===== src/rtl/ptr_pkg.sv =====
package ptr_pkg;
  typedef enum logic [1:0] {
    WRAP_PAGE   = 2'd0,
    WRAP_ARRAY  = 2'd1,
    WRAP_SERIAL = 2'd2
  } wrap_mode_e;
endpackage


===== src/rtl/ptr_mode_sel.sv =====
module ptr_mode_sel
  import ptr_pkg::*;
(
  input  logic       op_write,
  input  logic       sn_sel,
  output wrap_mode_e mode
);
  // The identification area takes precedence over the transfer direction.
  always_comb begin
    if (sn_sel)        mode = WRAP_SERIAL;
    else if (op_write) mode = WRAP_PAGE;
    else               mode = WRAP_ARRAY;
  end
endmodule


===== src/rtl/ptr_wrap_inc.sv =====
module ptr_wrap_inc
  import ptr_pkg::*;
#(
  parameter int WORD_W   = 8,
  parameter int ARRAY_AW = 8,
  parameter int PAGE_W   = 3,
  parameter int SN_W     = 4
) (
  input  logic [WORD_W-1:0] cur,
  input  wrap_mode_e        mode,
  output logic [WORD_W-1:0] nxt
);
  logic [WORD_W-1:0] page_mask;
  logic [WORD_W-1:0] array_mask;
  logic [WORD_W-1:0] sn_mask;
  logic [WORD_W-1:0] sel_mask;
  logic [WORD_W-1:0] plus_one;

  // Each mask marks the bits that belong to the counting field of one mode.
  for (genvar i = 0; i < WORD_W; i++) begin : g_mask
    assign page_mask[i]  = (i < PAGE_W);
    assign array_mask[i] = (i < ARRAY_AW);
    assign sn_mask[i]    = (i < SN_W);
  end

  always_comb begin
    unique case (mode)
      WRAP_PAGE:   sel_mask = page_mask;
      WRAP_SERIAL: sel_mask = sn_mask;
      default:     sel_mask = array_mask;
    endcase
  end

  // The carry leaving the masked field is thrown away, so the field wraps to zero.
  assign plus_one = cur + {{(WORD_W-1){1'b0}}, 1'b1};
  assign nxt      = (cur & ~sel_mask) | (plus_one & sel_mask);
endmodule


===== src/rtl/ptr_core.sv =====
module ptr_core
  import ptr_pkg::*;
#(
  parameter int WORD_W   = 8,
  parameter int ARRAY_AW = 8,
  parameter int PAGE_W   = 3,
  parameter int SN_W     = 4
) (
  input  logic                clk,
  input  logic                rst_n,
  input  logic                load_en,
  input  logic [WORD_W-1:0]   word_addr,
  input  logic                step_en,
  input  logic                op_write,
  input  logic                sn_sel,
  output logic [ARRAY_AW-1:0] arr_addr,
  output logic [SN_W-1:0]     sn_idx
);
  wrap_mode_e        mode;
  logic [WORD_W-1:0] ptr_q;
  logic [WORD_W-1:0] ptr_d;
  logic [WORD_W-1:0] base;
  logic [WORD_W-1:0] advanced;
  logic              upd_en;

  ptr_mode_sel u_mode (
    .op_write (op_write),
    .sn_sel   (sn_sel),
    .mode     (mode)
  );

  ptr_wrap_inc #(
    .WORD_W   (WORD_W),
    .ARRAY_AW (ARRAY_AW),
    .PAGE_W   (PAGE_W),
    .SN_W     (SN_W)
  ) u_inc (
    .cur  (base),
    .mode (mode),
    .nxt  (advanced)
  );

  // Next state: the load is applied first, then the step advances the result.
  always_comb begin
    base   = load_en ? word_addr : ptr_q;
    ptr_d  = step_en ? advanced : base;
    upd_en = load_en | step_en;
  end

  always_ff @(posedge clk or negedge rst_n) begin
    if (!rst_n)      ptr_q <= '0;
    else if (upd_en) ptr_q <= ptr_d;
  end

  assign arr_addr = ptr_q[ARRAY_AW-1:0];
  assign sn_idx   = ptr_q[SN_W-1:0];
endmodule


===== config.mk =====
export PLATFORM = sky130hd
export DESIGN_NAME = ptr_core
export DESIGN_NICKNAME = d
export VERILOG_FILES = /design/src/rtl/ptr_pkg.sv /design/src/rtl/ptr_mode_sel.sv /design/src/rtl/ptr_wrap_inc.sv /design/src/rtl/ptr_core.sv
export SDC_FILE = /design/constraint.sdc
export NUM_CORES = 1
export LEC_CHECK = 0
export CAP_MARGIN = 15
export CORE_MARGIN = 3
export CORE_UTILIZATION = 36
export CTS_BUF_LIST = sky130_fd_sc_hd__clkbuf_8 sky130_fd_sc_hd__clkbuf_16
export DETAILED_ROUTE_END_ITERATION = 7
export PLACE_DENSITY = 0.73
export SYNTH_ARGS = -nofsm -noshare
export SYNTH_HDL_FRONTEND = slang
export SYNTH_SLANG_ARGS = --single-unit
export TNS_END_PERCENT = 20

===== constraint.sdc =====
create_clock -name clk -period 1.6 [get_ports clk]
set_clock_uncertainty 0.1 [all_clocks]
set_input_delay 0.16 -clock clk [delete_from_list [all_inputs] [get_ports clk]]
set_output_delay 0.16 -clock clk [all_outputs]
set_load 0.005 [all_outputs]

==> results of run 1 <==
[worst min path at each step]
stage                from  slack (ns)          end  cells past startpoint
detailed placement  rst_n        0.39  arr_addr[7]                      1
global route        rst_n        0.13  arr_addr[1]                      1
global placement    rst_n        0.38  arr_addr[7]                      1
finish              rst_n        0.13  arr_addr[0]                      1
CTS                 rst_n        0.14  arr_addr[1]                      1
floorplan           rst_n       -0.24  arr_addr[0]                      0
[cell usage in the layout, fill, tap and decap left out, drive strengths merged]
cell	instances
nor2	1
inv	1
nand4	1
nand2	5
nor4	1
nor2b	1
nand3b	2
nand3	4
a21oi	2
dfrtp	8
clkbuf	4
nor4b	1
a311oi	1
a2111oi	1
nand4b	1
ha	1
xor2	3
buf	18
mux2i	6
clkdlybuf4s50	24
o21ai	2
mux2	4
xnor2	4
o211a	1
[critical path: stages]
cell and delay [ns]:
clkdlybuf4s50_1 0.44, mux2_4 0.28, ha_2 0.18, nand2_2 0.09, nor4b_4 0.06, buf_4 0.14
o211a_1 0.22
[power by group]
group | internal [mW] | leakage, nW | switching [mW] | total, mW
registers | 0.240 | 0.0949 | 0.0307 | 0.270
logic | 0.260 | 0.330 | 0.146 | 0.406
clock network | 0.164 | 0.0216 | 0.0900 | 0.254
[area by class of cell]
class                      count  area [um^2]  area share (%)
multi-input combinational     42        385.4           37.38
tap                           16        20.02           1.942
clock buffer                   3        41.29           4.005
inverter                       1        3.754          0.3641
sequential                     8        200.2           19.42
timing repair buffer          43        380.4           36.89
[cell usage after synthesis]
library cell	count	area, um^2
dfrtp_1	8	200.2
buf_4	5	37.54
a2111oi_4	1	27.53
clkbuf_1	1	3.750
nand4b_1	1	8.760
nor2b_1	1	6.260
xnor2_1	4	35.03
nand2_1	5	18.77
ha_1	1	12.51
nor4_1	1	6.260
mux2i_1	5	50.05
nand3_1	4	20.02
nor4b_2	1	15.01
mux2_2	4	45.04
o21ai_0	2	10.01
o211a_1	1	10.01
nand3b_4	1	20.02
mux2i_2	1	13.76
nor2_1	1	3.750
nand3b_1	1	7.510
xor2_1	3	26.28
inv_1	1	3.750
nand4_1	1	6.260
a311oi_1	1	8.760
a21oi_1	2	10.01
[metal layers]
metal | vias up | global-route usage (%) | part of all wire [%] | routed length, um
met5 | - | 0 | 0 | 0
met4 | 0 | 6.630 | 1.7 | 26
met3 | 4 | 5.747 | 6.3 | 97
met2 | 19 | 27.10 | 49 | 757
met1 | 280 | 19.44 | 43 | 670
li1 | 282 | - | - | -
[what timing repair did]
item | CTS | global route
setup endpoints to repair | 7 | 4
setup buffers | 1 | 0
resized for setup | 4 | 3
pin swaps | 1 | 1
[kinds of logic after synthesis]
family,after synthesis
mux,10
flops,8
buf+inv,7
simple gates,17
xor+xnor,7
compound gates,7
fa+ha+maj,1
==> qor.yml, run 1 <==
outcome:
  status: "finished, final reports clean"
drt:
  drtAntennaViolNets: 0
  vias: 585
  wire_per_inst_um: 13.73
  drc: 0
  drt_first_pass_iters: 4
  drt_wl_total_um: 1551
  drt_iter0_markers: 13
  vias_per_cell: 5.177
global_routing:
  grt_pass1_vias: 561
  grt_usage_pct: 16.45
  antenna_found_initial: 0
  grt_max_degree: 9
  overflow: 0
  grt_first_pass_wirelength_um: 2449
power:
  p_total_uw: 930.2
  vdd_drop_max_uv: 681.3
  powerDensity_nw_per_um2: 902.2
  leakage_nw: 0.4467
sta:
  slew_viol_final: 0
  fmaxAchievable_mhz: 646.2
  setup_viol: 0
  whs_ns: 0.1261
  slew_headroom_pct: 72.67
  fin_setup_tns_ns: 0
  hold_violations: 0
  post-route-period-util_pct: 96.72
  fin_crit_ns: 1.548
  worstMarginPinSlew_ns: 0.4087
  rsz0062_at_grt: "no"
  setup_ws_ns: 0.05249
clocking:
  clock_sinks: 8
  clk-insertion-delay-late_ns: 0.23
  cts_tree: "yes"
  cts-htree-levels: 1
  clk_pin_slew_ns: 0.04
  root_buffer: "clkbuf_8"
  postCtsHoldBufs: 0
  numCtsBuffers: 3
  cts.path.max_buffers: 2
yosys:
  synth_cell_types: 25
  synthXorXnorAreaFrac_pct: 10.10
  synthMuxAreaShare_pct: 17.94
  synth_top_family_by_area: "simple AND/OR/NAND/NOR gates"
  ys_seq_area_share_pct: 32.99
  synth_adder_area_share_pct: 2.062
  syn_area_um2: 606.8
  post_synth.cell_area_avg_um2: 10.65
  yosys.area_share.simple_pct: 18.56
  syn_inst: 57
  ys_ff_latch: 8
  synth_compound_area_share_pct: 10.93
  yosysWarnings: 0
  syn_nets: 72
setup_path:
  cp_max_fo: 2
  worstSetupPathType: "primary input to flop"
  r2r-end: "arr_addr[6]"
  critPathRequiredTime_ns: 1.62
  start_kind: "primary input"
  ff2ff_setup_slack_ns: 0.05
  crit_arrival_ns: 1.57
  rr_worst_depth: 6
  crit_end: "arr_addr[6]"
  cp-startpoint: "word_addr[1]"
  r2r-start: "arr_addr[1]"
  timing.critical_path.to_type: "flop"
layout:
  fill_cells: 133
  largest_register_ffs: 8
  final_core_util_pct: 66.88
  layout-drive-gt1-share_pct: 34.02
  diodes: 0
  nets: 114
  stdcell_area_um2: 1031
  instances_no_fill: 113
  area_growth_pct: 69.90
die:
  ioPinCount: 26
  die_w_um: 47.06
  dieArea_um2: 2214
  rows: 14
  core-area_um2: 1541
  start_util_pct: 39.37
  die_y_um: 47.06
job:
  drv_cap: 0
placement:
  dpl_worst_slack_ns: -0.4749
  placed_area_um2: 972.2
  place_congestion: 0.7500
  dp_hpwl_um: 1232
  dpl.cell_count: 109
  io_buffers: 25
worst_hold_path:
  min_path_type: "primary input to asynchronous set/reset pin"
Note: power is estimated with default switching activity, not from simulation.
==> run 2, diff against run 1 <==
Settings changed: CAP_MARGIN 15 to 10.
==> results of run 2 <==
The final DEF is identical to that of run 1; final timing and power are the same.
